### config.mk
export PLATFORM = sky130hd
export DESIGN_NAME = cap_unit
export DESIGN_NICKNAME = d
export VERILOG_FILES = /design/src/rtl/cap_pkg.sv /design/src/rtl/cap_sync.sv /design/src/rtl/cap_prescale.sv /design/src/rtl/cap_regs.sv /design/src/rtl/cap_unit.sv
export SDC_FILE = /design/constraint.sdc
export NUM_CORES = 1
export LEC_CHECK = 0
export CAP_MARGIN = 25
export CORE_MARGIN = 5
export CORE_UTILIZATION = 35
export CTS_CLUSTER_DIAMETER = 30
export DETAILED_ROUTE_END_ITERATION = 16
export DONT_BUFFER_PORTS = 1
export PLACE_DENSITY = 0.48
export SLEW_MARGIN = 20
export SYNTH_ARGS = -nofsm -noshare
export SYNTH_HDL_FRONTEND = slang
export SYNTH_SLANG_ARGS = --single-unit
### constraint.sdc
create_clock -name clk -period 1.7 [get_ports clk]
set_input_delay 0.34 -clock clk [delete_from_list [all_inputs] [get_ports clk]]
set_output_delay 0.34 -clock clk [all_outputs]
set_load 0.01 [all_outputs]
### src/rtl/cap_pkg.sv
package cap_pkg;

    localparam int MODE_W = 4;
    localparam int PRE_W  = 4;

    typedef enum logic [MODE_W-1:0] {
        MODE_OFF    = 4'b0000,
        MODE_FALL   = 4'b0100,
        MODE_RISE   = 4'b0101,
        MODE_RISE4  = 4'b0110,
        MODE_RISE16 = 4'b0111
    } cap_mode_e;

    typedef enum logic [1:0] {
        EV_NONE,
        EV_FALL,
        EV_RISE,
        EV_RISE_DIV
    } ev_kind_e;

    typedef struct packed {
        logic rise;
        logic fall;
    } edge_s;

    typedef struct packed {
        ev_kind_e          kind;
        logic [PRE_W-1:0]  mask;
    } sel_s;

    function automatic sel_s decode_mode(input logic [MODE_W-1:0] m);
        sel_s s;
        s.kind = EV_NONE;
        s.mask = '0;
        case (m)
            MODE_FALL:   s.kind = EV_FALL;
            MODE_RISE:   s.kind = EV_RISE;
            MODE_RISE4: begin
                s.kind = EV_RISE_DIV;
                s.mask = PRE_W'(3);
            end
            MODE_RISE16: begin
                s.kind = EV_RISE_DIV;
                s.mask = PRE_W'(15);
            end
            default:     s.kind = EV_NONE;
        endcase
        return s;
    endfunction

    function automatic logic is_capture(input logic [MODE_W-1:0] m);
        return decode_mode(m).kind != EV_NONE;
    endfunction

endpackage

### src/rtl/cap_sync.sv
module cap_sync #(
    parameter int STAGES = 2
) (
    input  logic          clk,
    input  logic          rst,
    input  logic          pin,
    output cap_pkg::edge_s edges
);
    localparam int CHAIN = STAGES + 1;

    logic [CHAIN-1:0] chain;

    always_ff @(posedge clk) begin
        if (rst) begin
            chain <= '0;
        end else begin
            chain <= {chain[CHAIN-2:0], pin};
        end
    end

    // chain[STAGES-1] is the synchronised pin, chain[STAGES] its previous value
    always_comb begin
        edges.rise = chain[STAGES-1] & ~chain[STAGES];
        edges.fall = ~chain[STAGES-1] & chain[STAGES];
    end

endmodule

### src/rtl/cap_prescale.sv
module cap_prescale
    import cap_pkg::*;
(
    input  logic              clk,
    input  logic              rst,
    input  logic [MODE_W-1:0] mode,
    input  edge_s             edges,
    output logic              evt_q,
    output logic [PRE_W-1:0]  cnt
);
    sel_s             sel;
    logic [PRE_W-1:0] cnt_inc;
    logic [PRE_W-1:0] cnt_nxt;
    logic             fire;

    always_comb begin
        sel     = decode_mode(mode);
        cnt_inc = cnt + 1'b1;
        cnt_nxt = cnt;
        fire    = 1'b0;
        case (sel.kind)
            EV_NONE:  cnt_nxt = '0;
            EV_FALL:  fire = edges.fall;
            EV_RISE:  fire = edges.rise;
            EV_RISE_DIV: begin
                if (edges.rise) begin
                    cnt_nxt = cnt_inc;
                    fire    = ((cnt_inc & sel.mask) == '0);
                end
            end
            default:  cnt_nxt = '0;
        endcase
    end

    always_ff @(posedge clk) begin
        if (rst) begin
            cnt   <= '0;
            evt_q <= 1'b0;
        end else begin
            cnt   <= cnt_nxt;
            evt_q <= fire;
        end
    end

endmodule

### src/rtl/cap_regs.sv
module cap_regs #(
    parameter int TW = 16
) (
    input  logic          clk,
    input  logic          rst,
    input  logic          evt,
    input  logic          flag_clr,
    input  logic [TW-1:0] timer_val,
    output logic [TW-1:0] cap_val,
    output logic          cap_flag
);
    always_ff @(posedge clk) begin
        if (rst) begin
            cap_val <= '0;
        end else if (evt) begin
            cap_val <= timer_val;
        end
    end

    // a new capture takes priority over a clear strobe
    always_ff @(posedge clk) begin
        if (rst) begin
            cap_flag <= 1'b0;
        end else if (evt) begin
            cap_flag <= 1'b1;
        end else if (flag_clr) begin
            cap_flag <= 1'b0;
        end
    end

endmodule

### src/rtl/cap_unit.sv
module cap_unit
    import cap_pkg::*;
#(
    parameter int TW          = 16,
    parameter int SYNC_STAGES = 2
) (
    input  logic              clk,
    input  logic              rst,
    input  logic              mode_wr,
    input  logic [MODE_W-1:0] mode_wdata,
    input  logic              flag_clr,
    input  logic [TW-1:0]     timer_val,
    input  logic              cap_pin,
    output logic [MODE_W-1:0] mode_q,
    output logic [TW-1:0]     cap_val,
    output logic              cap_flag
);
    edge_s            edges;
    logic             evt_q;
    logic [PRE_W-1:0] pre_cnt;

    always_ff @(posedge clk) begin
        if (rst) begin
            mode_q <= MODE_OFF;
        end else if (mode_wr) begin
            mode_q <= mode_wdata;
        end
    end

    cap_sync #(.STAGES(SYNC_STAGES)) u_sync (
        .clk   (clk),
        .rst   (rst),
        .pin   (cap_pin),
        .edges (edges)
    );

    cap_prescale u_pre (
        .clk   (clk),
        .rst   (rst),
        .mode  (mode_q),
        .edges (edges),
        .evt_q (evt_q),
        .cnt   (pre_cnt)
    );

    cap_regs #(.TW(TW)) u_regs (
        .clk       (clk),
        .rst       (rst),
        .evt       (evt_q),
        .flag_clr  (flag_clr),
        .timer_val (timer_val),
        .cap_val   (cap_val),
        .cap_flag  (cap_flag)
    );

endmodule

; Yosys cells after proc, flatten, opt, wreduce, memory -nomap -nowiden
; Cells that the tools add are included.
[classes]
addsub = 1
eq_ne = 8
n_mux = 8
bitwise_logic = 5
reduce_logical = 6
[op_table]
columns = cell, n
row1 = equality test 4 x 3 -> 1 bit (second input constant), 4
row2 = one-hot mux 4 bit (2 select lines), 2
row3 = one-hot mux 2 bit (3 select lines), 1
row4 = adder 4 x 1 -> 4 bit (second input constant), 1
row5 = AND 4 bit, 1
row6 = equality test 2 bit (second input constant), 2
row7 = zero test 4 bit, 1
row8 = 2-to-1 mux 4 bit, 1
row9 = nonzero test 2 bit, 2
row10 = 2-to-1 mux 1 bit, 3
row11 = one-hot mux 1 bit (3 select lines), 1
row12 = AND 1 bit, 2
row13 = equality test 2 x 1 -> 1 bit (second input constant), 1
row14 = zero test 2 bit, 1
row15 = != test 2 x 1 -> 1 bit (second input constant), 1
row16 = NOT 1 bit, 2
row17 = AND reduction 2 bit, 1
row18 = OR reduction 2 bit, 1
[word_totals]
register_bits = 29
in_bits = 25
out_inout_bits = 21
elab_cells = 34

; Longest topological paths before layout
; Gate-level depths: netlist of the first run.
[depth]
depth_word = 6
depth_mapped = 4
mapped_depth_nobuf = 4

; Modules after synthesis
; Synthesis of the first run repeated with hierarchy kept, for this count alone.
[hier_totals]
hier_cells = 107
area_unflattened_um2 = 1113.6
[by_module_without_submodules]
columns = module, n_inst, cells_each, area_per_inst_um2
row1 = cap_regs, 1, 56, 616.8
row2 = cap_prescale, 1, 30, 265.3
row3 = cap_unit, 1, 13, 140.1
row4 = cap_sync, 1, 8, 91.3

; Worst setup path after synthesis of the first run
; No wires, ideal clock.
[synth_timing]
kind = reg-to-reg
start = register u_pre.cnt[0]
end = register u_pre.evt_q
setup_ps = 86
arrival_ps = 1223
setup_slack_ps = 391
path_stages_with_launch = 4
n_path_buf = 0
period_less_slack_ps = 1309
cell_sequence = dfxtp_1 > ha_1 > or3b_1 > a221oi_2
[synth_between]
elab_chain_len = 5
[synth_rtl]
columns = item, line
row1 = start: declaration, cap_prescale.sv:9  ; output logic [PRE_W-1:0] cnt
row2 = start signal: assignment, cap_prescale.sv:40  ; cnt <= cnt_nxt;
row3 = adder 4 x 1 -> 4 bit, cap_prescale.sv:18  ; cnt_inc = cnt + 1'b1;
row4 = AND 4 bit, cap_prescale.sv:28  ; fire = ((cnt_inc & sel.mask) == '0);
row5 = zero test 4 bit, cap_prescale.sv:28
row6 = 2-to-1 mux 1 bit, cap_prescale.sv:26  ; if (edges.rise) begin
row7 = one-hot mux 1 bit (3 select lines), cap_prescale.sv:21  ; case (sel.kind)
row8 = end signal: assignment, cap_prescale.sv:41  ; evt_q <= fire;
row9 = end: declaration, cap_prescale.sv:8  ; output logic evt_q,
; Every way passes these cells.
; A chain may end at the register's enable or synchronous reset.

; Worst setup path after layout of the first run
; Same ends and word-level chain as after synthesis.

==> results of run 1 <==
## cell usage in the layout (no fill, tap or decap), types with 2 or more instances in the layout
cell type,Yosys,layout
nor2b_1,3,3
a21oi_1,3,3
clkbuf_8,0,2
mux2i_1,21,21
dfxtp_1,29,29
nor2_1,24,24
or3b_1,3,3
xor2_1,2,2
clkbuf_4,0,5
## worst max-delay path by stage
stage | startpoint | end | slack (ns) | cells after the start
6_report | u_pre.cnt[0] | u_pre.evt_q | 0.29 | 3
5_1_grt | u_pre.cnt[0] | u_pre.evt_q | 0.22 | 3
4_1_cts | u_pre.cnt[0] | u_pre.evt_q | 0.30 | 3
3_5_place_dp | u_pre.cnt[0] | u_pre.evt_q | 0.32 | 3
3_3_place_gp | u_pre.cnt[0] | u_pre.evt_q | 0.36 | 3
2_1_floorplan | u_pre.cnt[0] | u_pre.evt_q | 0.39 | 3
## report_power, final
part           leakage [uW]  switching [uW]  internal, uW  total [uW]
Sequential         0.000235            13.3           688         702
Combinational      0.000187            7.66          13.5        21.2
Clock             0.0000413             227           239         466
## cell usage after synthesis
cell type and number:
o311a_2 1, nor2_1 24, or3b_1 3, mux2i_1 21
nand4b_1 1, dfxtp_1 29, o21ai_0 1, a221oi_2 1
ha_1 1, nor2b_1 3, or3_1 1, inv_1 1
a21o_2 1, clkbuf_1 3, a21oi_1 3, and3_1 1
nand3b_4 1, o211ai_1 1, buf_2 2, nand3b_1 1
xor2_1 2, nand3_1 1
## registers in the layout, summed over array words and instances (netlist names)
name	cells
u_regs.cap_val	16
mode_q	4
u_pre.cnt	4
u_sync.chain	3
u_pre.evt_q	1
u_regs.cap_flag	1
## critical path, cell delays in order, from the launching register on
cell	delay [ns]
dfxtp_1	0.43
ha_1	0.28
or3b_1	0.39
a221oi_2	0.23
## layout make-up
type | instances | area share
clock inverter | 1 | 0.004141
sequential | 29 | 0.4803
tap | 44 | 0.04555
multi-input combinational | 68 | 0.4068
clock buffer | 7 | 0.05383
inverter | 1 | 0.003106
timing repair buffer | 1 | 0.006211
## cells by family (layout without fill, tap and decap cells)
logic type,count (synthesis),after routing,synth area share
muxes,21,21,0.1916
xor gates and xnor gates,2,2,0.01597
AOI/OAI and AO/OA,8,8,0.05700
adders and majority gates,1,1,0.01140
buffers and inverters,6,10,0.02280
and+or+nand+nor,36,36,0.1722
DFF,29,29,0.5291
## metal layers
| metal | routed length (um) | global-route usage |
|---|---|---|
| met1 | 849 | 0.1205 |
| met2 | 957 | 0.1602 |
| met3 | 199 | 0.06293 |
| met4 | 12 | 0.05330 |
| met5 | 0 | 0 |
## stage by stage
step / area, sq um / utilization
after CTS: 1209 / 0.3992
final: 1209 / 0.3992
after detailed placement: 1139 / 0.3760
after global routing: 1209 / 0.3992
after global placement: 1139 / 0.3760
after floorplan: 1097 / -
==> run_results.csv, run 1 <==
group,metric,value,unit
sta,slew_violations,0,
worst_setup_path,r2r_cells,3,
placed_design,gp_congestion,0.8105,
clock_network,clk_pin_slew,0.09,ns
clock_network,clock_latency,0.31,ns
worst_setup_path,worstReg2RegStart,"u_pre.cnt[0]",
logic_synthesis,synth_top_cell_by_area,"dfxtp_1",
grt,grt_use_total,0.1072,
cells_and_area,area_growth_syn_to_layout,10.15,%
grt,grt_max_degree,26,
sta,rsz0062_at_grt,"no",
cells_and_area,final-seq-area,580.6,sq um
logic_synthesis,synth_cell_types,22,
sta,period_needed,1.406,ns
clock_network,cts_tree,"built",
outcome,status,"completed",
cells_and_area,antenna_cells,0,
worst_setup_path,reg2reg_to,"u_pre.evt_q",
placed_design,place_ws,0.3182,ns
worst_setup_path,critical_path_class,"flip-flop to flip-flop",
cells_and_area,fin_cells,151,
clock_network,h-tree-depth,2,
power_and_ir_drop,total_power,1189,uW
sta,fmax,711.1,MHz
detailed_routing,drt_first_iter_violations,29,
sta,timing.final.ws_setup,0.2937,ns
detailed_routing,via_per_inst,4.808,
floorplanning,die-area,4355,sq um
job,maxCapViolations,0,
floorplanning,row_count,20,
worst_setup_path,cp_max_fo,6,
detailed_routing,wire_per_inst,13.37,um
logic_synthesis,seq_area_frac_synth,0.5291,
floorplanning,die_h,65.99,um
power_and_ir_drop,irDropWorstVdd,0.4302,mV
grt,antenna_found_initial,0,
sta,fin_hold_ws,0.08447,ns
cells_and_area,layout.nets,132,
clock_network,clock_path_buffers,2,
hold_path,min-delay-start,"rst",
detailed_routing,vias,726,
logic_synthesis,ys_ff_latch,29,
detailed_routing,drtPass1Iterations,4,
logic_synthesis,synth_top_cell_area_share,0.5291,
worst_setup_path,cp.arrival,1.64,ns
sta,slew-limit-headroom,0.7829,
placed_design,port_buffers,0,
detailed_routing,routed_wl,2.019,mm
floorplanning,start_util,0.3624,
detailed_routing,drcViolationCount,0,
cells_and_area,fill_cells,319,
placed_design,dp_hpwl,1.476,mm
logic_synthesis,syn_area_per_cell,10.65,sq um
logic_synthesis,netlist_top_cells_area,"dfxtp_1, mux2i_1, nor2_1",
hold_path,hold_end,"mode_q[0]",
placed_design,dp_cells,143,
grt,grt_overflow_total,0,
sta,post-route-period-util,0.8272,
sta,finalHoldViolations,0,
clock_network,ctsRootBufferMaster,"clkbuf_4",
floorplanning,pin_count,46,
cells_and_area,drive_above_1_share,0.1215,
worst_setup_path,startpoint_type,"flip-flop",
floorplanning,die_width,65.99,um
sta,skew,0.004563,ns
clock_network,cts-hold-fix-buffers,0,
clock_network,clock_sinks,29,
logic_synthesis,syn_nets,129,
sta,tightestPinTransition,0.3253,ns
sta,setup_viol,0,
hold_path,whs_path_depth,1,
hold_path,hp-class,"input port to flip-flop",
power_and_ir_drop,pwr_density_cell,983.8,nW/um^2
worst_setup_path,reg2reg_slack,0.29,ns
logic_synthesis,syn_area,1097,sq um
worst_setup_path,cp-end-kind,"flip-flop",
clock_network,cts_setup_buffers,0,
sta,setup_tns,0,ns
power_and_ir_drop,leakage,0.0004633,uW
logic_synthesis,netlist_instances,103,
cells_and_area,multi_input_area,491.7,sq um
detailed_routing,drtAntennaViolNets,0,
floorplanning,core-area,3028,sq um
logic_synthesis,yosys_warnings,0,
grt,grt_pass1_vias,750,
clock_network,cts_resized,0,
clock_network,cts_made_buffers,5,
grt,grt_pass1_wl,3.470,mm
worst_setup_path,worstPathRequired,1.93,ns
Power figures use the tool's default switching activity.
==> inputs of run 2 (changes only) <==
Settings changed: PLACE_DENSITY 0.48 to 0.5.
Clock period 1.7 ns to 1.2 ns, I/O delays scaled along.
==> run 2 against run 1 <==
- the run now ends with setup timing left
- worst setup slack worse by 0.33 ns
- sequential power rose by 40%
- clock skew decreased by 0.0020 ns
- first-iteration DRC count fell by 45%
- non-clock buffer count is 11 higher
- clock power up 9.7%
- global-route usage increased by 0.32 points
- critical endpoint unchanged
==> run_results.csv, run 2 (synthesis results as in run 1) <==
group,metric,value,unit
outcome,status,"complete, but fails checks",
outcome,violations,"setup timing",
clock_network,ctsRootBufferMaster,"clkbuf_4",
clock_network,clock_latency,0.32,ns
sta,timing.final.ws_setup,-0.03269,ns
worst_setup_path,r2r_cells,3,
worst_setup_path,cp.arrival,1.47,ns
detailed_routing,drt_first_iter_violations,16,
worst_setup_path,path_depth,3,
cells_and_area,antenna_cells,0,
power_and_ir_drop,irDropWorstVdd,0.6350,mV
clock_network,h-tree-depth,2,
hold_path,whs_path_depth,2,
detailed_routing,drcViolationCount,0,
worst_setup_path,cp_top_family,"flip-flops",
floorplanning,die_width,65.99,um
sta,fmax,811.2,MHz
floorplanning,core-area,3028,sq um
sta,setup_tns,-0.03269,ns
cells_and_area,largestRegisters,"u_regs.cap_val: 16 flops, mode_q: 4 flops, u_pre.cnt: 4 flops",
cells_and_area,regMostFlops,"u_regs.cap_val",
grt,grt_overflow_total,0,
job,maxCapViolations,0,
floorplanning,pin_count,46,
floorplanning,row_count,20,
detailed_routing,routed_wl,2.135,mm
detailed_routing,via_per_inst,4.669,
clock_network,clk_pin_slew,0.08,ns
sta,finalHoldViolations,0,
floorplanning,start_util,0.3624,
clock_network,cts_made_buffers,5,
clock_network,clock_sinks,29,
sta,tightestPinTransition,0.7392,ns
detailed_routing,wire_per_inst,13.34,um
worst_setup_path,slowest_stage,"dfxtp_4",
worst_setup_path,cp_max_fo,2,
worst_setup_path,cp-end-kind,"flip-flop",
grt,use_met2,0.1790,
detailed_routing,vias,747,
sta,skew,0.002545,ns
grt,grt_use_total,0.1105,
power_and_ir_drop,pwr_density_cell,1193,nW/um^2
clock_network,cts_setup_buffers,0,
grt,grt_pass1_wl,3.519,mm
sta,slew-limit-headroom,0.5072,
grt,grt.busiest_layer,"met2",
sta,period_needed,1.233,ns
worst_setup_path,critPathBufInv,0,
grt,met3_usage,0.07143,
placed_design,dp_hpwl,1.594,mm
worst_setup_path,startpoint_type,"flip-flop",
cells_and_area,largest_reg_flops,16,
detailed_routing,drtPass1Iterations,3,
placed_design,place_ws,-0.02010,ns
grt,antenna_found_initial,0,
power_and_ir_drop,leakage,0.0005180,uW
hold_path,hp-class,"input port to flip-flop",
grt,grt_pass1_vias,805,
worst_setup_path,critical_path_class,"flip-flop to flip-flop",
sta,setup_viol,1,
placed_design,dp_cells,151,
cells_and_area,layout.nets,143,
cells_and_area,final_cell_mix,"nor2_1, dfxtp_1, mux2i_1",
placed_design,gp_congestion,0.7817,
cells_and_area,final_common_cell,"nor2_1",
floorplanning,die-area,4355,sq um
detailed_routing,drtAntennaViolNets,0,
sta,slew_violations,0,
worst_setup_path,reg2reg_slack,-0.03,ns
sta,fin_hold_ws,0.06388,ns
cells_and_area,drive_above_1_share,0.2241,
sta,post-route-period-util,1.027,
placed_design,port_buffers,0,
cells_and_area,fin_cells,160,
worst_setup_path,worstPathRequired,1.44,ns
grt,grt_util_met1,0.1060,
worst_setup_path,path_cells,"ha_4 -> or3b_1 -> a221oi_2",
worst_setup_path,max_stage_delay,0.36,ns
clock_network,cts_tree,"built",
cells_and_area,area_growth_syn_to_layout,19.50,%
clock_network,clock_path_buffers,2,
sta,rsz0062_at_grt,"yes",
floorplanning,die_h,65.99,um
grt,grt_max_degree,23,
power_and_ir_drop,total_power,1564,uW
-- run 2: changes by cell type in the layout (fill, tap and decap cells not counted), sizes merged --
cell / change
dlymetal6s4s: +1
dlygate4sd3: +2
buf: +8
clkbuf: -2
-- run 2: layer usage --
metal,part of all wire,up-vias
met1,0.41,342
li1,-,377
met3,0.075,5
met2,0.49,23
met5,0,-
met4,0.026,0
-- run 2: area by class of cell --
| type | instances | area, sq um |
|---|---|---|
| clock inverter | 1 | 5.005 |
| timing repair buffer | 12 | 112.6 |
| sequential | 29 | 593.1 |
| fill | 314 | 1717 |
| inverter | 1 | 3.754 |
| tap | 44 | 55.05 |
| clock buffer | 5 | 37.54 |
| multi-input combinational | 68 | 504.2 |
-- run 2: power by group --
part	switching (uW)	internal (uW)	leakage, uW	total, uW
registers	9.29	972	0.000238	981
logic	34.6	37.2	0.000253	71.8
clock network	309	202	0.0000269	511
total	353	1210	0.000518	1560
-- run 2: metrics by stage --
stage | area (sq um) | utilization
final | 1311 | 0.4331
after global routing | 1311 | 0.4331
after CTS | 1309 | 0.4322
after detailed placement | 1234 | 0.4074
after global placement | 1234 | 0.4074
after floorplan | 1120 | -
-- run 2: path summary, 6_finish.rpt --
path | start | end
setup / recovery | u_pre.cnt[1] | u_pre.evt_q
setup reg to reg | u_pre.cnt[1] | u_pre.evt_q
hold / removal | mode_wdata[2] | mode_q[2]
hold reg to reg | u_pre.cnt[3] | u_pre.cnt[3]
-- run 2: timing repair --
action,4_1_cts,5_1_grt
gates resized for setup,2,1
hold endpoints to repair,24,0
endpoints found under the setup margin,1,23
hold buffers,3,0
==> inputs of run 3 (changes only) <==
Settings changed: CORE_UTILIZATION 35 to 30, PLACE_DENSITY 0.5 to 0.44.
==> run 3 against run 2 <==
- the flow still finishes with violations (setup timing)
- hold slack worse by 0.042 ns
- clock power increased by 70%
- wire length increased by 5.7%
- highest routed layer unchanged
==> run_results.csv, run 3 (synthesis results as in run 1) <==
group,metric,value,unit
outcome,status,"complete, but fails checks",
outcome,violations,"setup timing",
cells_and_area,regMostFlops,"u_regs.cap_val",
sta,timing.final.ws_setup,-0.04375,ns
clock_network,cts-hold-fix-buffers,0,
floorplanning,pin_count,46,
worst_setup_path,critical_path_class,"flip-flop to flip-flop",
floorplanning,die-area,4967,sq um
power_and_ir_drop,leakage,0.0005213,uW
power_and_ir_drop,switching_power,384.1,uW
power_and_ir_drop,swShare,0.2017,
job,maxCapViolations,0,
floorplanning,die_width,70.48,um
worst_setup_path,startpoint_type,"flip-flop",
power_and_ir_drop,total_power,1905,uW
hold_path,min-delay-start,"rst",
hold_path,hp-class,"input port to flip-flop",
clock_network,cts_resized,2,
detailed_routing,drtAntennaViolNets,0,
sta,period_needed,1.244,ns
worst_setup_path,r2r_cells,3,
placed_design,gp_congestion,0.7822,
clock_network,cts_setup_buffers,0,
worst_setup_path,critPathLaunch,"u_pre.cnt[1]",
detailed_routing,drt_first_iter_violations,16,
detailed_routing,via_per_inst,4.681,
cells_and_area,final_common_cell,"nor2_1",
detailed_routing,wire_per_inst,13.85,um
floorplanning,core-area,3606,sq um
clock_network,clock_sinks,29,
detailed_routing,routed_wl,2.257,mm
worst_setup_path,worstPathRequired,1.39,ns
worst_setup_path,cp.arrival,1.44,ns
grt,grt_pass1_vias,776,
placed_design,dp_hpwl,1.666,mm
floorplanning,row_count,22,
sta,skew,0.003274,ns
cells_and_area,layout.nets,140,
sta,setup_viol,1,
worst_setup_path,reg2reg_to,"u_pre.evt_q",
placed_design,dp_cells,155,
grt,grt_use_total,0.09548,
sta,finalHoldViolations,0,
sta,rsz0062_at_grt,"yes",
clock_network,cts_tree,"built",
hold_path,whs_path_depth,1,
grt,grt_max_degree,26,
power_and_ir_drop,combPwrFrac,0.028,
grt,grt_overflow_total,0,
cells_and_area,drive_above_1_share,0.2522,
hold_path,hold_end,"u_sync.chain[1]",
grt,antenna_found_initial,0,
detailed_routing,vias,763,
clock_network,ctsRootBufferMaster,"clkbuf_8",
clock_network,clock_path_buffers,2,
worst_setup_path,worstReg2RegStart,"u_pre.cnt[1]",
clock_network,h-tree-depth,2,
sta,slew-limit-headroom,0.8709,
power_and_ir_drop,pwr-share-seq,0.516,
placed_design,port_buffers,0,
cells_and_area,fin_cells,163,
cells_and_area,utilization,0.3730,
clock_network,cts_made_buffers,5,
clock_network,clk_pin_slew,0.06,ns
grt,grt_pass1_wl,3.670,mm
floorplanning,start_util,0.3043,
detailed_routing,drtPass1Iterations,4,
cells_and_area,area_growth_syn_to_layout,22.58,%
cells_and_area,fill_cells,368,
sta,fmax,804.0,MHz
floorplanning,die_h,70.48,um
power_and_ir_drop,clkPwrFrac,0.455,
worst_setup_path,reg2reg_slack,-0.04,ns
clock_network,clock_latency,0.28,ns
sta,tightestPinTransition,0.1936,ns
cells_and_area,antenna_cells,0,
worst_setup_path,cp_max_fo,2,
cells_and_area,largestRegisters,"u_regs.cap_val: 16 flops, mode_q: 4 flops, u_pre.cnt: 4 flops",
sta,slew_violations,0,
power_and_ir_drop,irDropWorstVdd,0.5457,mV
power_and_ir_drop,intPower,1521,uW
worst_setup_path,cp-end-kind,"flip-flop",
cells_and_area,final_cell_mix,"nor2_1, dfxtp_1, mux2i_1",
power_and_ir_drop,pwr_density_cell,1416,nW/um^2
sta,post-route-period-util,1.036,
cells_and_area,largest_reg_flops,16,
detailed_routing,drcViolationCount,0,
-- run 3: worst max path at each step --
stage / end / slack, ns / cells past startpoint
after floorplan: u_pre.evt_q / 0.004 / 3
after global placement: u_pre.evt_q / -0.01 / 3
after detailed placement: u_pre.evt_q / -0.04 / 3
after CTS: u_pre.evt_q / -0.04 / 3
after global routing: u_pre.evt_q / -0.10 / 3
final: u_pre.evt_q / -0.04 / 3
-- run 3: stage by stage --
step	TNS, ns	setup WS [ns]	hold WS (ns)	area, sq um
2_1_floorplan	0	0.004255	0.3116	1120
3_3_place_gp	-0.01331	-0.01331	0.3115	1239
3_5_place_dp	-0.04309	-0.04309	0.3119	1239
4_1_cts	-0.04258	-0.04258	0.01048	1343
5_1_grt	-0.1015	-0.1015	0.005405	1345
6_report	-0.04375	-0.04375	0.02172	1345
-- run 3: critical path, stage by stage (launching register included) --
cell and delay [ns]:
dfxtp_4 0.35, ha_4 0.23, or3b_4 0.37, a221oi_2 0.21
-- run 3: final cells by class --
class                           instances  area [sq um]  area share
Clock inverter                          1         5.005    0.003721
Multi-Input combinational cell         68         506.7      0.3767
Clock buffer                            7         96.34     0.07163
Inverter                                1         3.754    0.002791
Timing Repair Buffer                    9         80.08     0.05953
Tap cell                               48         60.06     0.04465
Sequential cell                        29         593.1      0.4409
-- run 3: power groups by stage --
stage | Combinational [uW] | Sequential [uW] | Clock [uW]
after global routing | 58.9 | 984 | 953
after floorplan | 38.3 | 1010 | 0
after detailed placement | 55.4 | 1000 | 0
final | 53.8 | 984 | 867
after global placement | 54.2 | 1000 | 0
after CTS | 55.4 | 983 | 905
-- run 3: per-layer routing --
metal	vias to the layer above	GRT usage	routed length, um
li1	375	-	-
met3	5	0.06043	219
met1	353	0.1031	921
met5	-	0	0
met4	0	0.05106	40
met2	30	0.1424	1075
